## config.mk

```make
export PLATFORM = sky130hd
export DESIGN_NAME = mmio_console
export DESIGN_NICKNAME = d
export VERILOG_FILES = /design/src/rtl/mmio_console_pkg.sv /design/src/rtl/mmio_console_decode.sv /design/src/rtl/mmio_console_rx.sv /design/src/rtl/mmio_console_tx.sv /design/src/rtl/mmio_console.sv
export SDC_FILE = /design/constraint.sdc
export NUM_CORES = 1
export LEC_CHECK = 0
export ABC_AREA = 1
export CAP_MARGIN = 20
export CORE_ASPECT_RATIO = 1.75
export CORE_MARGIN = 1.5
export CORE_UTILIZATION = 53
export CTS_CLUSTER_SIZE = 16
export DETAILED_ROUTE_END_ITERATION = 10
export DONT_BUFFER_PORTS = 1
export GPL_ROUTABILITY_DRIVEN = 0
export PLACE_DENSITY = 0.71
export SLEW_MARGIN = 10
export SYNTH_ARGS = -nofsm -noshare
export SYNTH_HDL_FRONTEND = slang
export SYNTH_SLANG_ARGS = --single-unit
```

## constraint.sdc

```tcl
create_clock -name clk -period 1 [get_ports clk]
set_input_delay 0 -clock clk [delete_from_list [all_inputs] [get_ports clk]]
set_output_delay 0 -clock clk [all_outputs]
set_load 0.02 [all_outputs]
```

## src/rtl/mmio_console_pkg.sv

```systemverilog
package mmio_console_pkg;

   localparam int unsigned NUM_REGS = 4;
   localparam int unsigned IDX_W    = 2;

   typedef enum logic [IDX_W-1:0] {
      REG_RX_CTL = 2'd0,
      REG_RX_DAT = 2'd1,
      REG_TX_CTL = 2'd2,
      REG_TX_DAT = 2'd3
   } reg_idx_e;

   localparam int unsigned BIT_RDY = 0;
   localparam int unsigned BIT_IE  = 1;
   localparam int unsigned BIT_OVR = 2;

endpackage

```

## src/rtl/mmio_console_decode.sv

```systemverilog
module mmio_console_decode
   import mmio_console_pkg::*;
#(
   parameter int unsigned       ADDR_W    = 32,
   parameter logic [ADDR_W-1:0] BASE_ADDR = 32'hFFFF_0000
) (
   input  logic                bus_sel,
   input  logic                bus_wr,
   input  logic [ADDR_W-1:0]   bus_addr,
   output logic                hit,
   output logic [IDX_W-1:0]    idx,
   output logic [NUM_REGS-1:0] rd_stb,
   output logic [NUM_REGS-1:0] wr_stb
);
   localparam int unsigned LOW_W = IDX_W + 2;

   if (ADDR_W <= LOW_W) begin : g_bad_addr_w
      $error("ADDR_W too small for the register window");
   end

   assign hit = bus_sel
             && (bus_addr[ADDR_W-1:LOW_W] == BASE_ADDR[ADDR_W-1:LOW_W])
             && (bus_addr[1:0] == 2'b00);
   assign idx = bus_addr[LOW_W-1:2];

   for (genvar i = 0; i < NUM_REGS; i++) begin : g_stb
      assign rd_stb[i] = hit && !bus_wr && (idx == IDX_W'(i));
      assign wr_stb[i] = hit &&  bus_wr && (idx == IDX_W'(i));
   end

   logic unused_base;
   assign unused_base = ^BASE_ADDR[LOW_W-1:0];

endmodule

```

## src/rtl/mmio_console_rx.sv

```systemverilog
module mmio_console_rx #(
   parameter int unsigned BYTE_W = 8
) (
   input  logic              clk,
   input  logic              rst_n,
   input  logic              in_valid,
   input  logic [BYTE_W-1:0] in_data,
   input  logic              ctl_wr,
   input  logic              ie_wdata,
   input  logic              data_rd,
   output logic              rdy,
   output logic              ie,
   output logic              ovr,
   output logic [BYTE_W-1:0] byte_q
);
   always_ff @(posedge clk) begin
      if (!rst_n) begin
         rdy    <= 1'b0;
         ie     <= 1'b0;
         ovr    <= 1'b0;
         byte_q <= '0;
      end else begin
         if (ctl_wr) ie <= ie_wdata;
         if (in_valid) begin
            byte_q <= in_data;
            rdy    <= 1'b1;
         end else if (data_rd) begin
            rdy    <= 1'b0;
         end
         if (in_valid && rdy && !data_rd) ovr <= 1'b1;
         else if (data_rd)                ovr <= 1'b0;
      end
   end


   rx_ready_set_chk: assert property (@(posedge clk) disable iff (!rst_n)
      in_valid |=> rdy && (byte_q == $past(in_data)));


   rx_read_clear_chk: assert property (@(posedge clk) disable iff (!rst_n)
      data_rd && !in_valid |=> !rdy);


   rx_overrun_chk: assert property (@(posedge clk) disable iff (!rst_n)
      in_valid && rdy && !data_rd |=> ovr);

endmodule

```

## src/rtl/mmio_console_tx.sv

```systemverilog
module mmio_console_tx #(
   parameter int unsigned BYTE_W = 8
) (
   input  logic              clk,
   input  logic              rst_n,
   input  logic              ctl_wr,
   input  logic              ie_wdata,
   input  logic              data_wr,
   input  logic [BYTE_W-1:0] wdata_byte,
   input  logic              out_ready,
   output logic              rdy,
   output logic              ie,
   output logic              out_valid,
   output logic [BYTE_W-1:0] out_data
);
   logic busy;

   always_ff @(posedge clk) begin
      if (!rst_n) begin
         busy     <= 1'b0;
         ie       <= 1'b0;
         out_data <= '0;
      end else begin
         if (ctl_wr) ie <= ie_wdata;
         if (data_wr && !busy) begin
            busy     <= 1'b1;
            out_data <= wdata_byte;
         end else if (busy && out_ready) begin
            busy     <= 1'b0;
         end
      end
   end

   assign rdy       = !busy;
   assign out_valid = busy;


   tx_accept_chk: assert property (@(posedge clk) disable iff (!rst_n)
      data_wr && rdy |=> out_valid && !rdy && (out_data == $past(wdata_byte)));


   tx_done_chk: assert property (@(posedge clk) disable iff (!rst_n)
      out_valid && out_ready |=> rdy);


   tx_drop_chk: assert property (@(posedge clk) disable iff (!rst_n)
      data_wr && !rdy && !out_ready |=> out_valid && $stable(out_data));

endmodule

```

## src/rtl/mmio_console.sv

```systemverilog
module mmio_console
   import mmio_console_pkg::*;
#(
   parameter int unsigned       ADDR_W    = 32,
   parameter int unsigned       DATA_W    = 32,
   parameter int unsigned       BYTE_W    = 8,
   parameter logic [ADDR_W-1:0] BASE_ADDR = 32'hFFFF_0000
) (
   input  logic              clk,
   input  logic              rst_n,
   input  logic              bus_sel,
   input  logic              bus_wr,
   input  logic [ADDR_W-1:0] bus_addr,
   input  logic [DATA_W-1:0] bus_wdata,
   output logic [DATA_W-1:0] bus_rdata,
   input  logic              rx_in_valid,
   input  logic [BYTE_W-1:0] rx_in_data,
   output logic              tx_out_valid,
   input  logic              tx_out_ready,
   output logic [BYTE_W-1:0] tx_out_data,
   output logic              irq_rx,
   output logic              irq_tx
);
   localparam int unsigned PAD_W = DATA_W - BYTE_W;

   if (DATA_W < BYTE_W || DATA_W <= BIT_OVR) begin : g_bad_data_w
      $error("DATA_W must hold a byte and the status bits");
   end
   if (BASE_ADDR[3:0] != 4'h0) begin : g_bad_base
      $error("BASE_ADDR must be 16-byte aligned");
   end

   logic                hit;
   logic [IDX_W-1:0]    idx;
   logic [NUM_REGS-1:0] rd_stb;
   logic [NUM_REGS-1:0] wr_stb;
   logic                rx_rdy, rx_ie, rx_ovr;
   logic [BYTE_W-1:0]   rx_byte;
   logic                tx_rdy, tx_ie;

   mmio_console_decode #(.ADDR_W(ADDR_W), .BASE_ADDR(BASE_ADDR)) u_dec (
      .bus_sel (bus_sel),
      .bus_wr  (bus_wr),
      .bus_addr(bus_addr),
      .hit     (hit),
      .idx     (idx),
      .rd_stb  (rd_stb),
      .wr_stb  (wr_stb)
   );

   mmio_console_rx #(.BYTE_W(BYTE_W)) u_rx (
      .clk     (clk),
      .rst_n   (rst_n),
      .in_valid(rx_in_valid),
      .in_data (rx_in_data),
      .ctl_wr  (wr_stb[REG_RX_CTL]),
      .ie_wdata(bus_wdata[BIT_IE]),
      .data_rd (rd_stb[REG_RX_DAT]),
      .rdy     (rx_rdy),
      .ie      (rx_ie),
      .ovr     (rx_ovr),
      .byte_q  (rx_byte)
   );

   mmio_console_tx #(.BYTE_W(BYTE_W)) u_tx (
      .clk       (clk),
      .rst_n     (rst_n),
      .ctl_wr    (wr_stb[REG_TX_CTL]),
      .ie_wdata  (bus_wdata[BIT_IE]),
      .data_wr   (wr_stb[REG_TX_DAT]),
      .wdata_byte(bus_wdata[BYTE_W-1:0]),
      .out_ready (tx_out_ready),
      .rdy       (tx_rdy),
      .ie        (tx_ie),
      .out_valid (tx_out_valid),
      .out_data  (tx_out_data)
   );

   always_comb begin
      bus_rdata = '0;
      if (hit && !bus_wr) begin
         unique case (reg_idx_e'(idx))
            REG_RX_CTL: begin
               bus_rdata[BIT_RDY] = rx_rdy;
               bus_rdata[BIT_IE]  = rx_ie;
               bus_rdata[BIT_OVR] = rx_ovr;
            end
            REG_RX_DAT: bus_rdata = {{PAD_W{1'b0}}, rx_byte};
            REG_TX_CTL: begin
               bus_rdata[BIT_RDY] = tx_rdy;
               bus_rdata[BIT_IE]  = tx_ie;
            end
            default:    bus_rdata = '0;
         endcase
      end
   end

   assign irq_rx = rx_rdy & rx_ie;
   assign irq_tx = tx_rdy & tx_ie;

   logic unused_wdata;
   assign unused_wdata = ^bus_wdata;


   miss_reads_zero_chk: assert property (@(posedge clk) disable iff (!rst_n)
      bus_sel && !hit |-> bus_rdata == '0);


   irq_needs_ready_chk: assert property (@(posedge clk) disable iff (!rst_n)
      (irq_rx |-> rx_rdy) and (irq_tx |-> tx_rdy));

endmodule

```

==> impl_metrics.py <==
metrics = {
    "status": {
        "status": "finished with violations",
        "violations": "negative hold slack, negative setup slack",
    },
    "synth": {
        "synth_compound_area_share_pct": 6.07,
        "ys_ff_latch": 21,
        "syn_avg_cell_area_um2": 6.11,
        "yosysUniqueCellTypes": 24,
        "yosys.area_share.simple_pct": 40.1,
        "synth.largest_area_cell": "dfxtp_1",
        "ys_seq_area_share_pct": 27.5,
        "synth_fa_ha_area_share_pct": 0,
        "synth_area_um2": 1530,
        "syn_inst": 250,
        "synth.area.top_cells": "dfxtp_1 28%, nand2_1 13%, inv_1 13%",
        "synth_top_family_by_area": "simple AND/OR/NAND/NOR gates",
        "synth_top_cell_area_share_pct": 27.5,
        "post_synth_xor_area_fraction_pct": 0,
        "synthMuxAreaShare_pct": 0,
        "yosysWarnings": 0,
    },
    "min_path": {
        "hold_class": "in -> reg",
        "worstHoldStart": "bus_wr",
        "min_to": "u_tx.out_data[4]$_SDFFE_PN0P_",
        "whs_path_depth": 3,
    },
    "final_layout": {
        "syn2layout_area_growth_pct": 26.6,
        "layout.cells.non_filler": 313,
        "layout-drive-gt1-share_pct": 18.5,
        "antenna_cells": 0,
        "finalNetCount": 365,
    },
    "global_routing": {
        "grt_first_pass_wirelength_um": 5290,
        "grt_max_degree": 20,
        "antenna_found_initial": 0,
        "grt_pass1_vias": 1384,
        "gr-total-overflow": 0,
        "grt_usage_pct": 21.0,
    },
    "setup_path": {
        "setup.worst_path.start_class": "flip-flop",
        "reg2regPathDepth": 6,
        "cp-end-kind": "output pin",
        "r2r-end": "u_tx.out_data[7]$_SDFFE_PN0P_",
        "crit_type": "reg -> out",
        "required_ps": 1000,
        "crit_slowest_cell": "dfxtp_4",
        "arrival_ps": 1130,
        "reg2reg_from": "u_tx.out_valid$_SDFFE_PN0P_",
        "path_cells": "nor3_4 > a221oi_2 > nor2_1 > buf_4",
        "critPathMaxStageDelay_ps": 370,
        "rrSetupSlack_ps": -100,
        "path_max_fanout": 3,
    },
    "floorplanning": {
        "row_count": 25,
        "coreArea_um2": 2720,
        "ioPinCount": 121,
        "die_x_um": 43.6,
        "die_area_um2": 3220,
        "initial_core_util_pct": 56.1,
        "fp.dieH_um": 74.0,
    },
    "clock_network": {
        "clk_pin_slew_worst_paths_ps": 80,
        "clk_latency_ps": 260,
        "clockRootBuffer": "clkbuf_8",
        "cts.path.max_buffers": 2,
        "cts_htree_levels": 1,
        "cts.sinks": 21,
        "cts_tree": "built",
        "cts_buffers": 3,
    },
    "placement": {
        "io_buffer_count": 0,
        "dp.cells": 289,
        "dp_hpwl_um": 2320,
        "pre_cts_slack_ps": 0.301,
    },
    "route": {
        "ant_nets": 0,
        "routed_wl_um": 3570,
        "first_pass_iters": 5,
        "routed_via_density": 4.85,
        "drc": 0,
        "initialDrtViolationCount": 50,
        "vias": 1517,
        "wire_per_inst_um": 11.4,
    },
    "sta": {
        "relSlewSlack_pct": 58.4,
        "finalHoldViolCount": 7,
        "tightest_slew_ps": 623,
        "post-route-period-util_pct": 113,
        "fin_setup_tns_ps": -933,
        "worst_slack_ps": -125,
        "fin_crit_ps": 1130,
        "max_freq_mhz": 889,
        "finalSetupViolations": 11,
        "rsz0062_at_grt": "yes",
        "drv_slew": 0,
        "hold_slack_ps": -53.8,
        "fin_skew_ps": 0.893,
    },
    "power_and_ir_drop": {
        "power_mw": 1.76,
        "power_density_nw_per_um2": 912,
        "leakage_nw": 0.975,
        "irDropWorstVdd_v": 0.00115,
    },
    "flow_run": {
        "drv_cap": 0,
    },
}
flip-flops by register name, summed over array words and instances (netlist names):
name	cells
u_rx.byte_q	8
u_tx.out_data	8
u_rx.ie	1
u_rx.ovr	1
u_rx.rdy	1
u_tx.ie	1
u_tx.out_valid	1
power breakdown:
part | switching [mW] | total, mW | internal [mW]
Combinational | 0.213 | 0.317 | 0.104
Sequential | 0.0154 | 0.877 | 0.862
Clock | 0.290 | 0.568 | 0.278
layer usage:
layer | track usage (%) | part of all wire [%] | up-vias
li1 | - | - | 780
met1 | 19.8 | 34 | 654
met2 | 42.2 | 57 | 77
met3 | 3.88 | 7.4 | 6
met4 | 8.42 | 1.4 | 0
met5 | 0 | 0 | -
cell families (layout without fill, tap and decap cells):
| group | after synthesis | count (layout) |
|---|---|---|
| buf+inv | 81 | 93 |
| simple gates | 130 | 131 |
| other cells | 1 | 24 |
| compound gates | 17 | 17 |
| flops | 21 | 21 |
cell usage after synthesis, drive strengths merged:
cell type,instances
nand2,56
buf,25
conb,1
a21boi,1
nand4,14
a31oi,1
dfxtp,21
a21oi,6
nor2,49
a221oi,1
nand3b,1
clkbuf,4
nand3,8
o21ai,8
inv,52
nor3,2
worst max-delay path by stage:
stage | slack [ps] | cells past startpoint | startpoint | endpoint
after global placement | 20 | 9 | bus_addr[19] | bus_rdata[3]
final | -130 | 4 | u_tx.out_valid$_SDFFE_PN0P_ | bus_rdata[0]
after detailed placement | 0.3 | 9 | bus_addr[19] | bus_rdata[5]
after floorplan | 40 | 5 | u_tx.out_valid$_SDFFE_PN0P_ | u_tx.out_data[2]$_SDFFE_PN0P_
after CTS | -110 | 4 | u_tx.out_valid$_SDFFE_PN0P_ | bus_rdata[0]
after global routing | -200 | 4 | u_tx.out_valid$_SDFFE_PN0P_ | bus_rdata[0]
area by class of cell:
cell class              instances  area, um^2
multi-input cells             172         886
fillers                       235         790
flip-flops and latches         21         427
repair buffers                 37         342
inverters                      52         198
clock buffers                   3        41.3
well taps                      27        33.8
clock inverters                 1        5.00
timing repair:
| item | in CTS | in global routing |
|---|---|---|
| hold endpoints to repair | 21 | 8 |
| hold buffers | 11 | 3 |
| buffers inserted | 2 | 3 |
| resized for setup | 7 | 22 |
| setup endpoints to repair | 5 | 27 |
| pin swaps | 5 | 13 |
| cloned | 0 | 1 |
per-stage QoR:
| stage | area, um^2 | util (%) |
|---|---|---|
| floorplan | 1610 | - |
| finish | 1930 | 71.0 |
| detailed placement | 1580 | 58.1 |
| global route | 1930 | 71.0 |
| CTS | 1780 | 65.3 |
| global placement | 1580 | 58.1 |
critical path, delay by kind of cell (launching register included):
kind                   cells  cell delay, ps
AO/OA/AOI/OAI              1              50
buffers and inverters      1             150
flip-flops                 1             370
AND/OR/NAND/NOR            2             300
layout by cell type (no fill, tap or decap), types with 3 or more instances in the layout:
cell type       n
clkbuf_8        3
buf_6           7
nand2_1        53
nor2_4          9
nand4_1        13
nand3_1         6
conb_1         24
nor2_2          3
dfxtp_1        18
o21ai_0         8
a21oi_1         6
buf_4          16
dlygate4sd3_1  13
inv_1          51
nor2_1         37
(Power assumes the default switching activity.)
